===== config.mk =====
export PLATFORM = sky130hd
export DESIGN_NAME = hzfwd_unit
export DESIGN_NICKNAME = d
export VERILOG_FILES = /design/src/rtl/hzfwd_pkg.sv /design/src/rtl/hzfwd_match.sv /design/src/rtl/hzfwd_opsel.sv /design/src/rtl/hzfwd_stall.sv /design/src/rtl/hzfwd_unit.sv
export SDC_FILE = /design/constraint.sdc
export NUM_CORES = 1
export LEC_CHECK = 0
export ABC_AREA = 1
export BUFFER_PORTS_ARGS = -buffer_cell sky130_fd_sc_hd__buf_2
export CORE_AREA = 2 2 55 44
export DETAILED_ROUTE_END_ITERATION = 6
export DIE_AREA = 0 0 57 46
export MAX_ROUTING_LAYER = met4
export PLACE_DENSITY = 0.88
export RECOVER_POWER = 100
export SLEW_MARGIN = 20
export SYNTH_ARGS = -nofsm -noshare
export SYNTH_HDL_FRONTEND = slang
export SYNTH_SLANG_ARGS = --single-unit
export TNS_END_PERCENT = 1

===== constraint.sdc =====
create_clock -name vclk -period 1.75
set_input_delay 0 -clock vclk [all_inputs]
set_output_delay 0 -clock vclk [all_outputs]
set_load 0.01 [all_outputs]

===== src/rtl/hzfwd_pkg.sv =====
package hzfwd_pkg;
  typedef enum logic [1:0] {
    SRC_REGFILE = 2'd0,
    SRC_ALU     = 2'd1,
    SRC_MEM     = 2'd2
  } opnd_src_e;
endpackage


===== src/rtl/hzfwd_match.sv =====
module hzfwd_match #(
  parameter int RW = 5,
  parameter int TW = 2
) (
  input  logic [RW-1:0] src,
  input  logic          src_used,
  input  logic [TW-1:0] src_tid,
  input  logic          prod_we,
  input  logic [RW-1:0] prod_rd,
  input  logic [TW-1:0] prod_tid,
  output logic          hit
);
  assign hit = src_used && prod_we && (prod_rd != '0) &&
               (prod_rd == src) && (prod_tid == src_tid);

  always_comb begin
    AST_ZERO_REG_NOHIT: assert (!(hit && (src == '0))) else $error("r0 hit");
    AST_TAG_SAME: assert (!hit || (src_tid == prod_tid)) else $error("tag");
  end
endmodule


===== src/rtl/hzfwd_opsel.sv =====
module hzfwd_opsel
  import hzfwd_pkg::*;
#(
  parameter bit EN_ALU = 1'b1,
  parameter bit EN_MEM = 1'b1
) (
  input  logic       near_hit,
  input  logic       far_hit,
  output logic [1:0] sel
);
  opnd_src_e choice;

  always_comb begin
    choice = SRC_REGFILE;
    if (EN_ALU && near_hit)      choice = SRC_ALU;
    else if (EN_MEM && far_hit)  choice = SRC_MEM;
  end

  assign sel = choice;

  always_comb begin
    AST_SEL_CODE: assert (sel != 2'd3) else $error("bad select");
    AST_YOUNG_FIRST: assert (!(EN_ALU && near_hit) || sel == 2'd1) else $error("prio");
  end
endmodule


===== src/rtl/hzfwd_stall.sv =====
module hzfwd_stall #(
  parameter bit CHK_LOAD   = 1'b1,
  parameter bit CHK_BRANCH = 1'b1
) (
  input  logic x_load,
  input  logic id_branch,
  input  logic x_hit_rs,
  input  logic x_hit_rt,
  output logic stall
);
  logic any_hit;
  logic load_use;
  logic branch_use;

  assign any_hit = x_hit_rs || x_hit_rt;

  generate
    if (CHK_LOAD) begin : g_load_chk
      assign load_use = x_load && any_hit;
    end else begin : g_load_none
      assign load_use = 1'b0;
    end
    if (CHK_BRANCH) begin : g_br_chk
      assign branch_use = id_branch && any_hit;
    end else begin : g_br_none
      assign branch_use = 1'b0;
    end
  endgenerate

  assign stall = load_use || branch_use;

  always_comb begin
    AST_STALL_HAS_CAUSE: assert (!stall || any_hit) else $error("stall w/o hit");
  end
endmodule


===== src/rtl/hzfwd_unit.sv =====
module hzfwd_unit #(
  parameter int REG_AW        = 5,
  parameter int NTHREADS      = 4,
  parameter bit INTERLEAVED   = 1'b0,
  parameter bit FWD_ALU_EN    = 1'b1,
  parameter bit FWD_MEM_EN    = 1'b1,
  parameter bit FWD_BR_EN     = 1'b1,
  parameter bit INTERLOCK_EN  = 1'b1,
  parameter bit BR_DELAY_SLOT = 1'b0,
  parameter bit LD_DELAY_SLOT = 1'b0,
  localparam int TID_W = (NTHREADS > 1) ? $clog2(NTHREADS) : 1
) (
  input  logic [REG_AW-1:0] ex_rs,
  input  logic [REG_AW-1:0] ex_rt,
  input  logic [TID_W-1:0]  ex_tid,
  input  logic [REG_AW-1:0] id_rs,
  input  logic [REG_AW-1:0] id_rt,
  input  logic              id_use_rs,
  input  logic              id_use_rt,
  input  logic [TID_W-1:0]  id_tid,
  input  logic              id_branch,
  input  logic              br_taken,
  input  logic              x_we,
  input  logic [REG_AW-1:0] x_rd,
  input  logic [TID_W-1:0]  x_tid,
  input  logic              x_load,
  input  logic              m_we,
  input  logic [REG_AW-1:0] m_rd,
  input  logic [TID_W-1:0]  m_tid,
  input  logic              w_we,
  input  logic [REG_AW-1:0] w_rd,
  input  logic [TID_W-1:0]  w_tid,
  output logic [1:0]        ex_rs_sel,
  output logic [1:0]        ex_rt_sel,
  output logic              br_rs_fwd,
  output logic              br_rt_fwd,
  output logic              stall,
  output logic              squash_slot
);
  // Round-robin interleaving: stages k apart share a thread only if NTHREADS divides k
  localparam bit GAP1_INDEP = INTERLEAVED && (NTHREADS >= 2);
  localparam bit GAP2_INDEP = INTERLEAVED && (NTHREADS >= 3);
  localparam bit USE_ALU    = FWD_ALU_EN && !GAP1_INDEP;
  localparam bit USE_MEM    = FWD_MEM_EN && !GAP2_INDEP;
  localparam bit USE_BR     = FWD_BR_EN  && !GAP2_INDEP;
  localparam bit CHK_LOAD   = INTERLOCK_EN && !LD_DELAY_SLOT && !GAP1_INDEP;
  localparam bit CHK_BRANCH = INTERLOCK_EN && !GAP1_INDEP;

  logic [1:0][REG_AW-1:0] ex_src;
  logic [1:0][REG_AW-1:0] id_src;
  logic [1:0]             id_used;
  logic [1:0]             near_hit, far_hit, xid_hit, mid_hit;
  logic [1:0][1:0]        sel_vec;

  assign ex_src  = {ex_rt, ex_rs};
  assign id_src  = {id_rt, id_rs};
  assign id_used = {id_use_rt, id_use_rs};

  generate
    for (genvar i = 0; i < 2; i++) begin : g_opnd
      hzfwd_match #(.RW(REG_AW), .TW(TID_W)) u_ex_near (
        .src(ex_src[i]), .src_used(1'b1), .src_tid(ex_tid),
        .prod_we(m_we), .prod_rd(m_rd), .prod_tid(m_tid), .hit(near_hit[i]));
      hzfwd_match #(.RW(REG_AW), .TW(TID_W)) u_ex_far (
        .src(ex_src[i]), .src_used(1'b1), .src_tid(ex_tid),
        .prod_we(w_we), .prod_rd(w_rd), .prod_tid(w_tid), .hit(far_hit[i]));
      hzfwd_match #(.RW(REG_AW), .TW(TID_W)) u_id_x (
        .src(id_src[i]), .src_used(id_used[i]), .src_tid(id_tid),
        .prod_we(x_we), .prod_rd(x_rd), .prod_tid(x_tid), .hit(xid_hit[i]));
      hzfwd_match #(.RW(REG_AW), .TW(TID_W)) u_id_m (
        .src(id_src[i]), .src_used(id_used[i]), .src_tid(id_tid),
        .prod_we(m_we), .prod_rd(m_rd), .prod_tid(m_tid), .hit(mid_hit[i]));
      hzfwd_opsel #(.EN_ALU(USE_ALU), .EN_MEM(USE_MEM)) u_sel (
        .near_hit(near_hit[i]), .far_hit(far_hit[i]), .sel(sel_vec[i]));
    end
  endgenerate

  assign ex_rs_sel = sel_vec[0];
  assign ex_rt_sel = sel_vec[1];

  generate
    if (USE_BR) begin : g_br_path
      assign br_rs_fwd = id_branch && mid_hit[0];
      assign br_rt_fwd = id_branch && mid_hit[1];
    end else begin : g_br_pruned
      assign br_rs_fwd = 1'b0;
      assign br_rt_fwd = 1'b0;
    end
  endgenerate

  hzfwd_stall #(.CHK_LOAD(CHK_LOAD), .CHK_BRANCH(CHK_BRANCH)) u_stall (
    .x_load(x_load), .id_branch(id_branch),
    .x_hit_rs(xid_hit[0]), .x_hit_rt(xid_hit[1]), .stall(stall));

  assign squash_slot = !BR_DELAY_SLOT && br_taken;

  always_comb begin
    AST_STALL_NEEDS_WRITER: assert (!stall || (x_we && x_rd != '0)) else $error("stall src");
    AST_SQUASH_ON_TAKEN: assert (!squash_slot || br_taken) else $error("squash");
    AST_BRFWD_NEEDS_BRANCH: assert (!(br_rs_fwd || br_rt_fwd) || id_branch) else $error("brfwd");
    AST_LDSLOT_NO_LOADSTALL: assert (!(LD_DELAY_SLOT && stall && !id_branch)) else $error("ldslot");
  end
endmodule


Word level (Yosys, flattened, before mapping)
Cells that the tools add are included.

Register bits after elaboration: 0. Bits of input ports: 53. Output and inout port bits: 8. Logic and storage cells: 51.

Equal/unequal tests: 12. Mux-type cells: 4. Reductions and logical operators: 35.

Operator list (number): $eq 5x5->1 (8); $logic_and 1x1->1 (30); $reduce_bool 5->1 (3); $eq 2x2->1 (4); $mux 2 (4); $logic_or 1x1->1 (2).

Longest topological paths before layout
Gate-level depths: netlist of the first run.

Depth in word-level cells: 7. Mapped depth: 8.

Cells and area by module
A second synthesis of the first run with hierarchy kept.

Cells, all modules: 327. Area total of the unflattened synthesis: 1343.8 um^2.

By module, submodules not included: hzfwd_match (times used 8, cells an instance 39, area an instance 158.9 um^2, sequential area each 0.0 um^2); hzfwd_opsel (times used 2, cells an instance 3, area an instance 17.5 um^2, sequential area each 0.0 um^2); hzfwd_unit (times used 1, cells an instance 6, area an instance 26.3 um^2, sequential area each 0.0 um^2); hzfwd_stall (times used 1, cells an instance 3, area an instance 11.3 um^2, sequential area each 0.0 um^2).

Least setup slack after synthesis of the first run
No wires, ideal clock.

Kind: input -> output. Start point: input m_rd[0]. End point: output ex_rs_sel[1]. Arrival: 0.653 ns. Slack: 1.097 ns. Stages on the path: 8. Cell sequence: buf_6 -> nor2_1 -> nand3_1 -> nand2_2 -> inv_1 -> nand2_1 -> nor2_2 -> nor2_1.

Cells in the longest elaborated chain, start to end: 5. Elaborated cells between the ends (all ways): 6. Those cells by class: 1 x eq/ne; 1 x mux; 4 x reduce/logical.

Ends and longest elaborated chain: start, declared (RTL line hzfwd_unit.sv:28) `input logic [REG_AW-1:0] m_rd,`; $reduce_bool 5->1 (RTL line hzfwd_match.sv:13) `assign hit = src_used && prod_we && (prod_rd != '0) &&`; $logic_and 1x1->1 (RTL line hzfwd_match.sv:13); $logic_and 1x1->1 * (RTL line hzfwd_match.sv:13); $logic_and 1x1->1 * (RTL line hzfwd_match.sv:14) `(prod_rd == src) && (prod_tid == src_tid);`; named net g_opnd[0].u_ex_near.hit (RTL line hzfwd_match.sv:11) `output logic hit`; $mux 2 * (RTL line hzfwd_opsel.sv:15) `if (EN_ALU && near_hit) choice = SRC_ALU;`; end, declared (RTL line hzfwd_unit.sv:33) `output logic [1:0] ex_rs_sel,`.

Mark *: on every way through the listed nets, which the timed path passes. The rest lies on a longest branch.

Worst setup path in the final report of the first run
Start point: input m_rd[0]. End point: output ex_rt_sel[1].

Cells in the longest elaborated chain, start to end: 5. Elaborated cells between the ends (all ways): 6. Those cells by class: 1 x eq/ne; 1 x mux; 4 x reduce/logical.

Ends and longest elaborated chain: $reduce_bool 5->1 (RTL line hzfwd_match.sv:13); $logic_and 1x1->1 (RTL line hzfwd_match.sv:13); $logic_and 1x1->1 * (RTL line hzfwd_match.sv:13); $logic_and 1x1->1 * (RTL line hzfwd_match.sv:14); $mux 2 * (RTL line hzfwd_opsel.sv:15); end, declared (RTL line hzfwd_unit.sv:34) `output logic [1:0] ex_rt_sel,`.

Mark *: on every way between the ends. The rest lies on a longest branch, timed or not.

==> summary.txt, run 1 <==
Global routing
  – Global route overflow: 0
  – Vias in the first global route: 985
  – GRT Util Overall: 0.185
  – First-pass GRT wire length: 3840 um
  – Largest net degree at the start of global routing: 7
  – Initial antenna violation count: 0

Synthesis
  – Sequential-to-total area share from yosys stat: 0
  – Synth Area in Compound Gates: 0.0723
  – Synthesized Nets: 241
  – Synth top cells by count: nand2_1 (69), nor2_1 (29), inv_1 (28)
  – Largest family of logic cells by synthesized area: simple AND/OR/NAND/NOR gates
  – Yosys top cell by area: nand2_1
  – Post-Synthesis Cell Area: 900 um^2
  – Post-Synth Adder-Cell Area: 0
  – XOR/XNOR Fraction of Synth Area: 0.214
  – Post-synthesis mux area share: 0
  – Mapped Cells: 188
  – Post-Synth Simple-Gate Area: 0.551
  – Synth Warn #: 0
  – Syn_area_per_cell: 4.79 um^2
  – Top cell type's share of synthesized area: 0.288
  – Distinct cells, synth: 19
  – Top-count cell post-synth: nand2_1
  – Top cells by area, synth: nand2_1 (29%), xnor2_1 (14%), nor2_1 (12%), inv_1 (12%), nand3_1 (7.8%)

Final layout
  – Nets: 298
  – Area taken by flip-flops and latches: 0 um^2
  – Area grow syn2layout: 31.2%
  – Sequential cells: 0
  – Fillers: 244
  – Post-route cell area: 1180 um^2
  – Share of post-route cells with drive strength above 1: 0.247
  – Clock buffer cells: 0
  – N_diodes: 0

Critical path
  – CP Max Fanout: 6
  – Crit-path max cell delay: 0.20 ns
  – Crit path from: m_rd[0]
  – CP Launch Type: input port
  – Buf+Inv Stages, Crit Path: 3
  – Crit end category: output port
  – Req. time, crit path: 1.75 ns
  – CP delay by family, top: simple AND/OR/NAND/NOR gates
  – Critical path cell sequence: buf_2 -> inv_2 -> nand2_1 -> nand2_2 -> nor2_2 -> nand2_1 -> nor3_1 -> nor2_1 -> buf_2
  – Critical path type: in2out
  – Arrival time of the worst setup path: 0.89 ns
  – Slowest library cell on the worst path: nor3_1

Power
  – Peak supply drop: 0.000101 V
  – Leak: 0.707 nW
  – Pwr per Cell Area: 214 nW/um^2

Place
  – Post-DP HPWL: 2180 um
  – Placer Congestion: 0.893
  – I/O Buffers: 59
  – Cell area after placement: 1190 um^2

Clock tree
  – Hold buffer count at cts: 0
  – Post-CTS Setup Bufs: 0
  – Post-cts resize count: 0

Floorplanning
  – Chip width: 57 um
  – Core area: 2140 um^2
  – I/O pin total: 61
  – Initial Util: 0.420
  – FP Rows: 15
  – Die H: 46 um
  – Die ar.: 2620 um^2

Timing
  – Period utilization: 0.507
  – Slew Limit Fails: 0
  – Worst Max-Slew Pin Slew: 0.238 ns
  – Worst slew margin: 0.840
  – Unrepaired setup endpoints after global routing: no
  – Minimum clock period: 0.887 ns
  – Final setup viols: 0
  – Maximum clock frequency: 1.13 GHz
  – Final hold vios: 0
  – TNS Setup: 0 ns

Route
  – Antenna-violating nets left: 0
  – Post-Route WL: 2390 um
  – Drc violations: 0
  – Via count: 1225
  – Via/cell ratio: 4.57
  – Drt first pass iters: 4
  – DR WL/cell: 8.92 um
  – Initial DRC count: 54

Run
  – Maxcap violations: 0

Min path
  – Hold Path Class: in2out
  – Hold Startpoint: br_taken

Status
  – Status: completed
==> final cells by class <==
type | instances | area [um^2] | share of cell area
multi-input cells | 154 | 748 | 0.634
repair buffers | 59 | 288 | 0.244
well taps | 25 | 31.3 | 0.0265
inverters | 30 | 113 | 0.0954
==> cell families (layout without fill, tap and decap cells) <==
group / Yosys count / count (layout)
and+or+nand+nor: 120 / 120
buffers and inverters: 34 / 89
xor gates and xnor gates: 22 / 22
AOI/OAI and AO/OA: 12 / 12
==> report_power, final <==
part | leakage [nW] | internal (mW) | switching (mW) | total, mW
clock | 0 | 0 | 0 | 0
sequential | 0 | 0 | 0 | 0
combinational | 0.707 | 0.115 | 0.138 | 0.253
total | 0.707 | 0.115 | 0.138 | 0.253
==> metrics by stage <==
stage / total power, mW / cells / worst slack (ns) / hold slack [ns] / utilization
after floorplan: 0.145 / 188 / 1.10 / 0.0918 / -
after global placement: 0.251 / 268 / 0.923 / 0.000119 / 0.557
after detailed placement: 0.253 / 268 / 0.913 / 0.000119 / 0.557
after CTS: 0.254 / 268 / 0.906 / 0.000119 / 0.557
after global routing: 0.287 / 268 / 0.758 / 0.0000176 / 0.551
final: 0.253 / 268 / 0.863 / 0.00000447 / 0.551
==> placed cells by master, fill, tap and decap left out <==
cell type  instances
nand2_1           69
buf_2             53
nor2_1            29
inv_1             28
xnor2_1           14
nand3_1           14
xor2_1             8
o21ai_0            6
clkbuf_1           6
a21oi_1            3
inv_2              2
nand2_2            2
nor2_2             2
o211ai_1           2
nor3_1             2
o21ai_1            1
or2_0              1
nor2_4             1
==> path summary, 6_finish.rpt <==
path	end	cells after the start
worst max-delay path	ex_rt_sel[1]	9
worst min-delay path	squash_slot	0
==> metal layers <==
metal,up-vias,global-route usage,part of all wire
li1,675,-,-
met1,501,0.256,0.49
met2,49,0.324,0.43
met3,0,0.00568,0.082
met4,0,0,0
met5,-,-,0
Note: power is estimated with default switching activity, not from simulation.
==> run 2: changes to the inputs <==
==> constraint.sdc (replaced) <==
create_clock -name vclk -period 0.9
set_input_delay 0 -clock vclk [all_inputs]
set_output_delay 0 -clock vclk [all_outputs]
set_load 0.01 [all_outputs]
==> summary.txt, run 2 (synthesized netlist as in run 1, its figures left out) <==
Status
  – Status: completed

Floorplanning
  – Chip width: 57 um (unchanged)
  – Die ar.: 2620 um^2 (unchanged)
  – Core area: 2140 um^2 (unchanged)
  – Die H: 46 um (unchanged)
  – I/O pin total: 61 (unchanged)
  – FP Rows: 15 (unchanged)
  – Initial Util: 0.420 (unchanged)

Min path
  – Hold depth: 0 (unchanged)
  – Hold Path Class: in2out
  – Hold Startpoint: br_taken
  – WHS Endpoint: squash_slot

Route
  – Post-Route WL: 2370 um (-0.84%)
  – Via count: 1202 (-1.9%)
  – Antenna-violating nets left: 0 (unchanged)
  – Drc violations: 0 (unchanged)
  – DR WL/cell: 8.84 um (-0.84%)
  – Initial DRC count: 36 (-33%)
  – Drt first pass iters: 4 (unchanged)
  – Via/cell ratio: 4.49 (-1.9%)

Final layout
  – Most frequent cells in the layout: nand2_1 (68), buf_2 (55), nor2_1 (28), inv_1 (28), nand3_1 (13)
  – Sequential cells: 0 (unchanged)
  – Area taken by flip-flops and latches: 0 um^2 (unchanged)
  – Fillers: 236 (-3.3%)
  – N_diodes: 0 (unchanged)
  – Share of post-route cells with drive strength above 1: 0.296 (+0.0494)
  – Nets: 298 (unchanged)
  – Area grow syn2layout: 36.2%
  – Most common cell after layout, fill and taps aside: nand2_1
  – Clock buffer cells: 0 (unchanged)

Timing
  – Worst slew margin: 0.871 (+0.0310)
  – Worst Max-Slew Pin Slew: 0.192 ns (-0.0455 ns)
  – Period utilization: 0.923
  – Unrepaired setup endpoints after global routing: yes
  – Final setup viols: 0 (unchanged)
  – Fin worst setup slack: 0.0694 ns (-0.794 ns)
  – Minimum clock period: 0.831 ns
  – Maximum clock frequency: 1.20 GHz
  – Slew Limit Fails: 0 (unchanged)
  – Final hold vios: 0 (unchanged)
  – TNS Setup: 0 ns (unchanged)

Global routing
  – Initial antenna violation count: 0 (unchanged)
  – Largest net degree at the start of global routing: 7 (unchanged)
  – Global route overflow: 0 (unchanged)
  – Vias in the first global route: 936 (-5.0%)
  – First-pass GRT wire length: 3680 um (-4.1%)
  – GRT Util Overall: 0.178 (-0.00748)

Critical path
  – Arrival time of the worst setup path: 0.83 ns (-0.06 ns)
  – CP Launch Type: input port
  – CP Max Fanout: 6 (unchanged)
  – Req. time, crit path: 0.90 ns (-0.85 ns)
  – Critical path type: in2out
  – Crit end category: output port

Place
  – I/O Buffers: 59 (unchanged)
  – Placer Congestion: 0.894 (+0.18%)
  – Post-place setup slack: 0.0706 ns (-0.842 ns)
  – Post-DP HPWL: 2130 um (-2.4%)

Clock tree
  – Hold buffer count at cts: 0 (unchanged)
  – Post-cts resize count: 0 (unchanged)
  – Post-CTS Setup Bufs: 0 (unchanged)

Run
  – Maxcap violations: 0 (unchanged)

Power
  – Pwr per Cell Area: 416 nW/um^2 (+94%)
  – Peak supply drop: 0.000208 V (+110%)
  – Final Power: 0.510 mW (+100%)
  – Leak: 0.747 nW (+5.7%)
==> run 2: changes by cell type in the layout (fill, tap and decap cells not counted), moves of 2 or more <==
cell / before / now
clkbuf_1: 6 / 0
buf_2: 53 / 55
xnor2_2: 0 / 2
xnor2_1: 14 / 12
clkbuf_2: 0 / 2
==> run 2: critical path: stages <==
cell	delay, ns
clkbuf_4	0.15
nor2_1	0.10
nand3_1	0.10
nand2_2	0.10
inv_1	0.06
nand2_2	0.08
nor2_2	0.04
nor2_1	0.07
buf_2	0.13
==> run 2: worst max path at each step <==
stage / depth (start not counted) / start / end
floorplan: 8 / m_rd[0] / ex_rs_sel[1]
global placement: 9 / m_rd[0] / ex_rt_sel[1]
detailed placement: 9 / m_rd[1] / ex_rs_sel[1]
CTS: 9 / m_rd[0] / ex_rt_sel[1]
global route: 7 / id_tid[0] / br_rt_fwd
finish: 9 / m_rd[1] / ex_rs_sel[1]
==> run 2: per-stage QoR <==
stage / cell area, um^2 / std cells / util / hold WS (ns)
2_1_floorplan: 900 / 188 / - / 0.0918
3_3_place_gp: 1190 / 268 / 0.557 / 0.000119
4_1_cts: 1190 / 268 / 0.557 / 0.000119
5_1_grt: 1220 / 268 / 0.573 / 0.0000176
6_report: 1220 / 268 / 0.573 / 0.00000447
3_5_place_dp: 1190 / 268 / 0.557 / 0.000119
==> run 2: layer usage <==
layer / wire length [um] / part of all wire / vias to the layer above / global-route usage
li1: - / - / 672 / -
met1: 1130 / 0.48 / 486 / 0.254
met2: 1040 / 0.44 / 44 / 0.294
met3: 204 / 0.086 / 0 / 0.0114
met4: 0 / 0 / 0 / 0
met5: 0 / 0 / - / -
==> run 2: final cells by class <==
class              count  area (um^2)  share of cell area
inverters             30          115              0.0940
repair buffers        59          300               0.245
multi-input cells    154          778               0.635
well taps             25         31.3              0.0255
==> run 2: power by group <==
group	internal, mW	switching (mW)
Combinational	0.234	0.276
Clock	0	0
Sequential	0	0
==> run 3: changes to the inputs <==
--- a/config.mk
+++ b/config.mk
@@ -13,7 +13,7 @@
 export MAX_ROUTING_LAYER = met4
 export PLACE_DENSITY = 0.88
 export RECOVER_POWER = 100
-export SLEW_MARGIN = 20
+export SLEW_MARGIN = 15
 export SYNTH_ARGS = -nofsm -noshare
 export SYNTH_HDL_FRONTEND = slang
 export SYNTH_SLANG_ARGS = --single-unit
==> constraint.sdc (replaced) <==
create_clock -name vclk -period 0.9
set_input_delay 0.045 -clock vclk [all_inputs]
set_output_delay 0.045 -clock vclk [all_outputs]
set_load 0.01 [all_outputs]
==> summary.txt, run 3 (synthesized netlist as in run 1, its figures left out) <==
Status
  – Status: finished, violations left
  – Failing checks: negative setup slack

Critical path
  – CP Launch Type: input port
  – Critical path type: in2out
  – CP delay by family, top: simple AND/OR/NAND/NOR gates
  – CP Max Fanout: 6 (unchanged)
  – Slowest library cell on the worst path: nor3_2
  – Arrival time of the worst setup path: 0.87 ns (+0.04 ns)
  – Crit end category: output port
  – Critical path cell sequence: buf_12 -> inv_2 -> nand2_2 -> nand2_2 -> nor2_2 -> nand2_2 -> nor3_2 -> nor2_1 -> buf_2
  – Crit-path max cell delay: 0.22 ns (+0.07 ns)
  – Req. time, crit path: 0.85 ns (-0.05 ns)
  – Crit path top cell by count: nand2_2
  – Buf+Inv Stages, Crit Path: 3 (unchanged)

Timing
  – Slew Limit Fails: 0 (unchanged)
  – Final hold vios: 0 (unchanged)
  – Final setup viols: 1 (+1)
  – Unrepaired setup endpoints after global routing: yes
  – Maximum clock frequency: 1.10 GHz (-8.9%)
  – Worst Max-Slew Pin Slew: 0.190 ns (-0.00199 ns)
  – Minimum clock period: 0.912 ns (+0.0816 ns)
  – Worst slew margin: 0.872 (+0.00120)
  – TNS Setup: -0.0123 ns (-0.0123 ns)
  – Fin worst setup slack: -0.0123 ns (-0.0816 ns)
  – Period utilization: 1.01 (+0.0907)

Power
  – Pwr per Cell Area: 441 nW/um^2 (+6.0%)
  – Clock power share: 0 (unchanged)
  – Sw frac: 0.503 (-0.0384)
  – Peak supply drop: 0.000282 V (+36%)
  – Register share of total power: 0 (unchanged)
  – Final Power: 0.640 mW (+26%)
  – Net Sw Power: 0.322 mW (+17%)
  – Leak: 0.816 nW (+9.2%)
  – Combinational share of power: 1.000 (about the same)
  – Pint: 0.318 mW (+36%)

Min path
  – Hold Startpoint: br_taken
  – Hold depth: 0 (unchanged)
  – Hold Path Class: in2out
  – WHS Endpoint: squash_slot

Route
  – Post-Route WL: 2690 um (+13%)
  – Drc violations: 0 (unchanged)
  – DR WL/cell: 9.91 um (+12%)
  – Drt first pass iters: 4 (unchanged)
  – Antenna-violating nets left: 0 (unchanged)
  – Via count: 1275 (+6.1%)
  – Via/cell ratio: 4.70 (+4.9%)
  – Initial DRC count: 47 (+31%)

Final layout
  – N_diodes: 0 (unchanged)
  – Fillers: 204 (-14%)
  – Clock buffer cells: 0 (unchanged)
  – Most common cell after layout, fill and taps aside: nand2_1
  – Fin util: 0.678 (+0.106)
  – Share of post-route cells with drive strength above 1: 0.455 (+0.159)
  – Sequential cells: 0 (unchanged)
  – Area grow syn2layout: 61.3%
  – Nets: 301 (+1.0%)
  – Most frequent cells in the layout: nand2_1 (53), buf_2 (45), nor2_1 (24)
  – Area taken by flip-flops and latches: 0 um^2 (unchanged)

Floorplanning
  – FP Rows: 15 (unchanged)
  – Initial Util: 0.420 (unchanged)
  – Core area: 2140 um^2 (unchanged)
  – Die ar.: 2620 um^2 (unchanged)
  – Chip width: 57 um (unchanged)
  – I/O pin total: 61 (unchanged)
  – Die H: 46 um (unchanged)

Global routing
  – First-pass GRT wire length: 3920 um (+6.4%)
  – GRT Util Overall: 0.189 (+0.0112)
  – Largest net degree at the start of global routing: 7 (unchanged)
  – Global route overflow: 0 (unchanged)
  – Vias in the first global route: 1022 (+9.2%)
  – Initial antenna violation count: 0 (unchanged)

Place
  – Placer Congestion: 0.893 (-0.12%)
  – Post-place setup slack: -0.0329 ns (-0.103 ns)
  – Post-DP HPWL: 2190 um (+2.9%)
  – I/O Buffers: 59 (unchanged)

Run
  – Maxcap violations: 0 (unchanged)
[run 3: metrics by stage]
step	std cells	hold slack, ns	cell area, um^2
4_1_cts	269	0.0901	1290
3_5_place_dp	268	0.0901	1190
6_report	271	0.0900	1450
5_1_grt	271	0.0900	1450
3_3_place_gp	268	0.0901	1190
2_1_floorplan	188	0.182	900
[run 3: area by class of cell]
cell class	count	area, um^2	area share
Tap cell	25	31.3	0.0216
Inverter	30	125	0.0862
Timing Repair Buffer	62	428	0.295
Multi-Input combinational cell	154	867	0.597
[run 3: worst max-delay path by stage]
stage	from	endpoint	cells after the start
2_1_floorplan	m_rd[0]	ex_rs_sel[1]	8
3_3_place_gp	m_rd[0]	ex_rt_sel[1]	9
3_5_place_dp	m_rd[2]	br_rs_fwd	8
4_1_cts	m_tid[0]	ex_rt_sel[1]	9
5_1_grt	w_rd[2]	ex_rt_sel[1]	9
6_report	m_rd[0]	ex_rt_sel[1]	9
[run 3: routing by layer]
| layer | routed length, um | GRT usage | vias to the layer above |
|---|---|---|---|
| met5 | 0 | - | - |
| met4 | 0 | 0 | 0 |
| met3 | 167 | 0 | 0 |
| met2 | 1310 | 0.345 | 47 |
| met1 | 1210 | 0.254 | 544 |
| li1 | - | - | 684 |
[run 3: power by group through the flow]
stage          Clock, mW  Combinational, mW  Sequential [mW]
2_1_floorplan          0              0.282                0
3_3_place_gp           0              0.488                0
3_5_place_dp           0              0.494                0
4_1_cts                0              0.549                0
5_1_grt                0              0.708                0
6_report               0              0.640                0
[run 3: what timing repair did]
action,in CTS,in global routing
hold buffers,0,0
pin swaps,17,28
endpoints found under the hold margin,0,0
gates resized for setup,38,44
setup endpoints to repair,4,7
buffers inserted,1,2
